--- src/rtl/pwm_gld_pkg.sv ---
// Shared sizes and event encodings for the PWM global shadow load controller.
package pwm_gld_pkg;
    localparam int NREG = 4;   // period, compare A, compare B, deadband
    localparam int DW   = 16;  // register width
    localparam int EVW  = 3;   // event select width
    localparam int PRW  = 3;   // prescale field width

    localparam logic [EVW-1:0] EV_ZERO  = 3'd0;
    localparam logic [EVW-1:0] EV_PRD   = 3'd1;
    localparam logic [EVW-1:0] EV_BOTH  = 3'd2;
    localparam logic [EVW-1:0] EV_FORCE = 3'd3;
endpackage

--- src/rtl/pwm_gld_evt_dec.sv ---
// Event decoder: turns a load-event select and the counter strobes into one hit.
// Assumes the strobes last one cycle. Force-only and reserved codes never hit.
module pwm_gld_evt_dec
    import pwm_gld_pkg::*;
(
    input  logic           zero_i,
    input  logic           prd_i,
    input  logic [EVW-1:0] sel_i,
    output logic           hit_o
);
    // Choose which counter strobe(s) qualify
    always_comb begin
        case (sel_i)
            EV_ZERO: hit_o = zero_i;
            EV_PRD:  hit_o = prd_i;
            EV_BOTH: hit_o = zero_i | prd_i;
            default: hit_o = 1'b0;
        endcase
    end
endmodule

--- src/rtl/pwm_gld_slot.sv ---
// One register slot: a shadow copy and an active copy.
// The load copies the pre-edge shadow value, so a write on the same edge
// reaches only the shadow copy.
module pwm_gld_slot #(
    parameter int DW = 16
) (
    input  logic          clk,
    input  logic          rst_n,
    input  logic          wr_i,
    input  logic [DW-1:0] data_i,
    input  logic          load_i,
    output logic [DW-1:0] shadow_o,
    output logic [DW-1:0] active_o
);
    logic [DW-1:0] shadow_q;
    logic [DW-1:0] active_q;

    // Capture software writes in the shadow copy
    always_ff @(posedge clk) begin
        if (!rst_n)    shadow_q <= '0;
        else if (wr_i) shadow_q <= data_i;
    end

    // Move the shadow copy into the active copy on a load
    always_ff @(posedge clk) begin
        if (!rst_n)      active_q <= '0;
        else if (load_i) active_q <= shadow_q;
    end

    assign shadow_o = shadow_q;
    assign active_o = active_q;
endmodule

--- src/rtl/pwm_gld_seq.sv ---
// Global load sequencer. It holds the prescale value, the strobe counter, the
// one-shot arm flag and the one-cycle force pipeline, and it raises fire_o on
// the edge where the global group must load.
// Priority: a pending force first, then a prescale write, then a counted strobe.
module pwm_gld_seq
    import pwm_gld_pkg::*;
#(
    parameter int PW = PRW
) (
    input  logic          clk,
    input  logic          rst_n,
    input  logic          gld_en_i,
    input  logic          evt_hit_i,
    input  logic          prd_wr_i,
    input  logic [PW-1:0] prd_data_i,
    input  logic          oneshot_i,
    input  logic          arm_req_i,
    input  logic          force_req_i,
    output logic          fire_o,
    output logic [PW-1:0] cnt_o,
    output logic          arm_o,
    output logic          force_q_o,
    output logic [PW-1:0] prd_o
);
    logic [PW-1:0] prd_q;
    logic [PW-1:0] cnt_q;
    logic          arm_q;
    logic          force_q;
    logic [PW:0]   tgt;
    logic [PW:0]   cnt_inc;
    logic          qual;
    logic          done;
    logic          frc_act;

    // Derive the target count, the strobe qualification and the fire decision
    always_comb begin
        tgt     = (prd_q == '0) ? {{PW{1'b0}}, 1'b1} : {1'b0, prd_q};
        cnt_inc = {1'b0, cnt_q} + {{PW{1'b0}}, 1'b1};
        frc_act = gld_en_i & force_q;
        qual    = gld_en_i & evt_hit_i & (~oneshot_i | arm_q);
        done    = (cnt_inc >= tgt);
        fire_o  = frc_act | (~prd_wr_i & qual & done);
    end

    // Hold the prescale value written by software
    always_ff @(posedge clk) begin
        if (!rst_n)        prd_q <= '0;
        else if (prd_wr_i) prd_q <= prd_data_i;
    end

    // Count qualifying strobes and clear on load, force or prescale write
    always_ff @(posedge clk) begin
        if (!rst_n)                   cnt_q <= '0;
        else if (frc_act || prd_wr_i) cnt_q <= '0;
        else if (qual)                cnt_q <= done ? '0 : cnt_inc[PW-1:0];
    end

    // Set the arm flag on request; clear it on a one-shot load or a force
    always_ff @(posedge clk) begin
        if (!rst_n)                             arm_q <= 1'b0;
        else if (arm_req_i)                     arm_q <= 1'b1;
        else if (frc_act || (fire_o && oneshot_i)) arm_q <= 1'b0;
    end

    // Delay the force request by one cycle
    always_ff @(posedge clk) begin
        if (!rst_n) force_q <= 1'b0;
        else        force_q <= force_req_i;
    end

    assign cnt_o     = cnt_q;
    assign arm_o     = arm_q;
    assign force_q_o = force_q;
    assign prd_o     = prd_q;
endmodule

--- src/rtl/pwm_gld_ctrl.sv ---
// PWM global shadow load controller, top level.
// Each register slot loads either on its own select or, when it belongs to
// the global group, on the sequencer's fire signal. Linked arm and force
// strobes are ORed with the local ones. Counter strobes are one cycle wide.
module pwm_gld_ctrl
    import pwm_gld_pkg::*;
#(
    parameter  int NREGS = NREG,
    parameter  int W     = DW,
    localparam int SELW  = (NREGS > 1) ? $clog2(NREGS) : 1
) (
    input  logic               clk,
    input  logic               rst_n,
    input  logic               cnt_zero_i,
    input  logic               cnt_prd_i,
    input  logic               sh_wr_i,
    input  logic [SELW-1:0]    sh_sel_i,
    input  logic [W-1:0]       sh_data_i,
    input  logic [2*NREGS-1:0] ind_sel_i,
    input  logic               gld_en_i,
    input  logic [NREGS-1:0]   gld_mask_i,
    input  logic [EVW-1:0]     gld_evt_i,
    input  logic               gld_cnt_wr_i,
    input  logic [PRW-1:0]     gld_cnt_i,
    input  logic               oneshot_en_i,
    input  logic               arm_i,
    input  logic               arm_link_i,
    input  logic               force_i,
    input  logic               force_link_i,
    output logic [NREGS*W-1:0] shadow_o,
    output logic [NREGS*W-1:0] active_o
);
    logic             glob_hit;
    logic             seq_fire;
    logic [PRW-1:0]   seq_cnt;
    logic             seq_arm;
    logic             seq_force_q;
    logic [PRW-1:0]   seq_prd;
    logic             arm_req;
    logic             force_req;
    logic [NREGS-1:0] ind_hit;
    logic [NREGS-1:0] ld_vec;

    // Merge local and linked requests
    assign arm_req   = arm_i | arm_link_i;
    assign force_req = force_i | force_link_i;

    pwm_gld_evt_dec u_glob_dec (
        .zero_i (cnt_zero_i),
        .prd_i  (cnt_prd_i),
        .sel_i  (gld_evt_i),
        .hit_o  (glob_hit)
    );

    pwm_gld_seq #(.PW(PRW)) u_seq (
        .clk         (clk),
        .rst_n       (rst_n),
        .gld_en_i    (gld_en_i),
        .evt_hit_i   (glob_hit),
        .prd_wr_i    (gld_cnt_wr_i),
        .prd_data_i  (gld_cnt_i),
        .oneshot_i   (oneshot_en_i),
        .arm_req_i   (arm_req),
        .force_req_i (force_req),
        .fire_o      (seq_fire),
        .cnt_o       (seq_cnt),
        .arm_o       (seq_arm),
        .force_q_o   (seq_force_q),
        .prd_o       (seq_prd)
    );

    for (genvar k = 0; k < NREGS; k++) begin : g_slot
        logic wr_k;

        pwm_gld_evt_dec u_ind_dec (
            .zero_i (cnt_zero_i),
            .prd_i  (cnt_prd_i),
            .sel_i  ({1'b0, ind_sel_i[2*k +: 2]}),
            .hit_o  (ind_hit[k])
        );

        // Route the load: global fire for group members, own hit otherwise
        assign ld_vec[k] = (gld_en_i && gld_mask_i[k]) ? seq_fire : ind_hit[k];
        assign wr_k      = sh_wr_i && (sh_sel_i == SELW'(k));

        pwm_gld_slot #(.DW(W)) u_slot (
            .clk      (clk),
            .rst_n    (rst_n),
            .wr_i     (wr_k),
            .data_i   (sh_data_i),
            .load_i   (ld_vec[k]),
            .shadow_o (shadow_o[k*W +: W]),
            .active_o (active_o[k*W +: W])
        );
    end
endmodule

--- config.mk ---
export PLATFORM = sky130hd
export DESIGN_NAME = pwm_gld_ctrl
export DESIGN_NICKNAME = d
export VERILOG_FILES = /design/src/rtl/pwm_gld_pkg.sv /design/src/rtl/pwm_gld_evt_dec.sv /design/src/rtl/pwm_gld_slot.sv /design/src/rtl/pwm_gld_seq.sv /design/src/rtl/pwm_gld_ctrl.sv
export SDC_FILE = /design/constraint.sdc
export NUM_CORES = 1
export LEC_CHECK = 0
export ABC_AREA = 1
export BUFFER_PORTS_ARGS = -buffer_cell sky130_fd_sc_hd__buf_4
export CORE_MARGIN = 2
export CORE_UTILIZATION = 51
export DETAILED_ROUTE_END_ITERATION = 10
export PLACE_DENSITY_LB_ADDON = 0.2
export SLEW_MARGIN = 25
export SYNTH_ARGS = -nofsm -noshare
export SYNTH_HDL_FRONTEND = slang
export SYNTH_SLANG_ARGS = --single-unit
--- constraint.sdc ---
create_clock -name clk -period 2.8 [get_ports clk]
set_clock_uncertainty 0.2 [all_clocks]
set_input_delay 0 -clock clk [delete_from_list [all_inputs] [get_ports clk]]
set_output_delay 0 -clock clk [all_outputs]
set_load 0.1 [all_outputs]
==> metrics <==
run status=finished, violations left; failing checks=negative hold slack; most frequent cell after synthesis=dfxtp_1; Tcrit/Tclk final=97.16%; unrepaired setup endpoints after global routing=true; Placed Cells=1,004; post-route design area=7916 um^2; PD cells=794.5 nW/um^2; worst vdd ir=0.4364 mV; GRT overflow=0; Crit. End Element=flip-flop; Clock Pin Slew Worst Setup and Hold Paths=0.06 ns; Max Cap Viol=0; Synth cell types=25; Final GP Congestion=0.8048; first-pass GRT wire length=26.18 mm; synth cell count leaders=136 x dfxtp_1, 132 x a21oi_1, 88 x nand2_1; worst r2r dst=u_seq.cnt_o[0]; path depth of the worst reg2reg path=10; Top FF cell, synth=dfxtp_1; Worst EP required=3.07 ns; fin util=73.67%; Num CTS Buffers=17; die area=11,800 um^2; end of the critical path=u_seq.cnt_o[0]; Hold WS=-0.05145 ns; top cells by area, synth=dfxtp_1 49%, a21oi_1 12%, o21ai_0 6.4%, nand3_1 6.0%, nand2_1 5.9%; EDFF count, synth=0; Syn Inst Count=731; largest net degree at the start of global routing=58; GRT Resource Usage Total=29.06%; minimum clock period=2.721 ns; DR vias/cell=5.248; asr flop ratio synth=0%; DR vias=5,673; Worst setup SP type=flip-flop; synth warn=0; DRT antenna net count=0; Max Root-Sink Buffers=2; post-synth top area cell=dfxtp_1; Clk Latency, worst-skew pair=0.53 ns; Post-CTS Setup Repair Bufs=0; Final setup viols=0; post-synthesis register bit count=136; crit path max-delay cell type=dlygate4sd3_1; Worst Path Arrival=2.99 ns; Starting Density=51.96%; clk root buf=clkbuf_8; Finished Layout Cells=1,081; Crit path buffers/inverters=4; r2r startpoint=u_seq.arm_o; sequential fraction of the synthesis area=48.77%; fin. max-slew vios=0; hold path startpoint=sh_sel_i[0]; Chip Width=108.6 um; row cnt=38; initial detailed-routing violation count=399; top cell type's share of synthesized area=48.77%; final-stage net count=981; Lkg Pwr=3.704 nW; final hold vios=15; crit-path max FO=5; synthesized cell area=5583 um^2; htree depth=4; WP depth=10; area growth from synthesis to layout=41.80%; Ant. Diodes=0; Worst path max stage delay=0.60 ns; Placement Cell Area=6827 um^2; drt drc=0; Slew @ Worst Pin=0.9708 ns; Critical Path Start=u_seq.arm_o; IO Count=176; Avg WL per Cell=15.87 um; average size of a mapped cell=7.637 um^2; Net Count, Synth=783; CTS tree=done; slew margin rel.=35.09%; CTS sink cnt=136; number of port buffers=175; Reg2Reg Setup Slack=0.08 ns; Chip Height=108.6 um; share of layout cells above drive strength 1=24.34%; Worst path top cell family by delay=buffers and inverters; Routed WL=17.15 mm; critical path class=reg -> reg; FMAX=367.6 MHz; CORE AREA=10,750 um^2; initial antenna violation count=0; Worst Hold Class=in -> reg; drt first pass iters=5; HPWL after DPL=10.85 mm; number of global-route vias before repair=5,235; critical-path cell list=inv_1, a21oi_2, dlygate4sd3_1, nand2_2, nor2_4, inv_1, nor2_2, nor2_1, a211oi_1, dlygate4sd3_1
==> state kept, by name (all words and copies together) (netlist names) <==
name and count:
g_slot.u_slot.active_o 64, g_slot.u_slot.shadow_o 64, u_seq.arm_o 1, u_seq.cnt_o 3
u_seq.force_q_o 1, u_seq.prd_o 3
==> tightest hold or removal path, stage by stage <==
cell,delay [ns]
buf_4,0.13
nand3_2,0.37
a21oi_1,0.12
==> how the worst min path moves through the flow <==
| stage | end | slack [ns] | cells past startpoint |
|---|---|---|---|
| finish | g_slot[3].u_slot.shadow_o[4] | -0.05 | 3 |
| global route | g_slot[3].u_slot.shadow_o[13] | 0.008 | 3 |
| CTS | g_slot[2].u_slot.active_o[2] | 0.01 | 6 |
| detailed placement | u_seq.force_q_o | 0.02 | 3 |
| global placement | u_seq.force_q_o | 0.01 | 3 |
| floorplan | u_seq.force_q_o | -0.08 | 2 |
==> logic make-up after synthesis <==
kind of cell,share of synthesized area (%)
compound gates,19.39
simple gates,18.74
flops,48.77
xor+xnor,0.1569
buf+inv,12.06
fa+ha+maj,0.8965
==> routing by layer <==
metal  part of all wire, %  vias to the layer above  GRT usage (%)
met1                    40                     2631          35.82
met5                     0                        -              0
met4                   3.6                        0          13.64
li1                      -                     2778              -
met3                   7.5                       48          6.754
met2                    48                      216          48.13
==> final cells by class <==
cell class | count | area (um^2)
Fill cell | 876 | 2829
Multi-Input combinational cell | 457 | 2235
Sequential cell | 136 | 2723
Inverter | 88 | 330.3
Clock buffer | 18 | 427.9
Tap cell | 140 | 175.2
Clock inverter | 13 | 178.9
Timing Repair Buffer | 229 | 1847
==> cells in the final DEF, fill, tap and decap left out, types with 16 or more instances in the layout <==
master	count
dfxtp_1	136
buf_4	182
inv_1	87
o21ai_0	71
dlygate4sd3_1	46
nand3_1	66
nand2_1	88
clkbuf_16	16
a21oi_1	132
nor2_1	75
==> metrics by stage <==
step,setup TNS (ns),power [W],setup slack [ns]
final,0,0.006290,0.07946
after global routing,-0.04551,0.006501,-0.04551
after CTS,0,0.006280,0.2083
after detailed placement,0,0.003963,0.2236
after global placement,0,0.003941,0.2916
after floorplan,0,0.003597,0.7479
==> report_power, final <==
group	switching, W	internal [W]	total [W]
sequential	0.0000850	0.00208	0.00217
clock	0.000838	0.00146	0.00230
combinational	0.00141	0.000421	0.00183
total	0.00233	0.00396	0.00629
==> what timing repair did <==
item,4_1_cts,5_1_grt
hold buffers,44,2
endpoints found under the setup margin,0,14
endpoints found under the hold margin,136,2
resized for setup,0,3
Power figures use the tool's default switching activity.
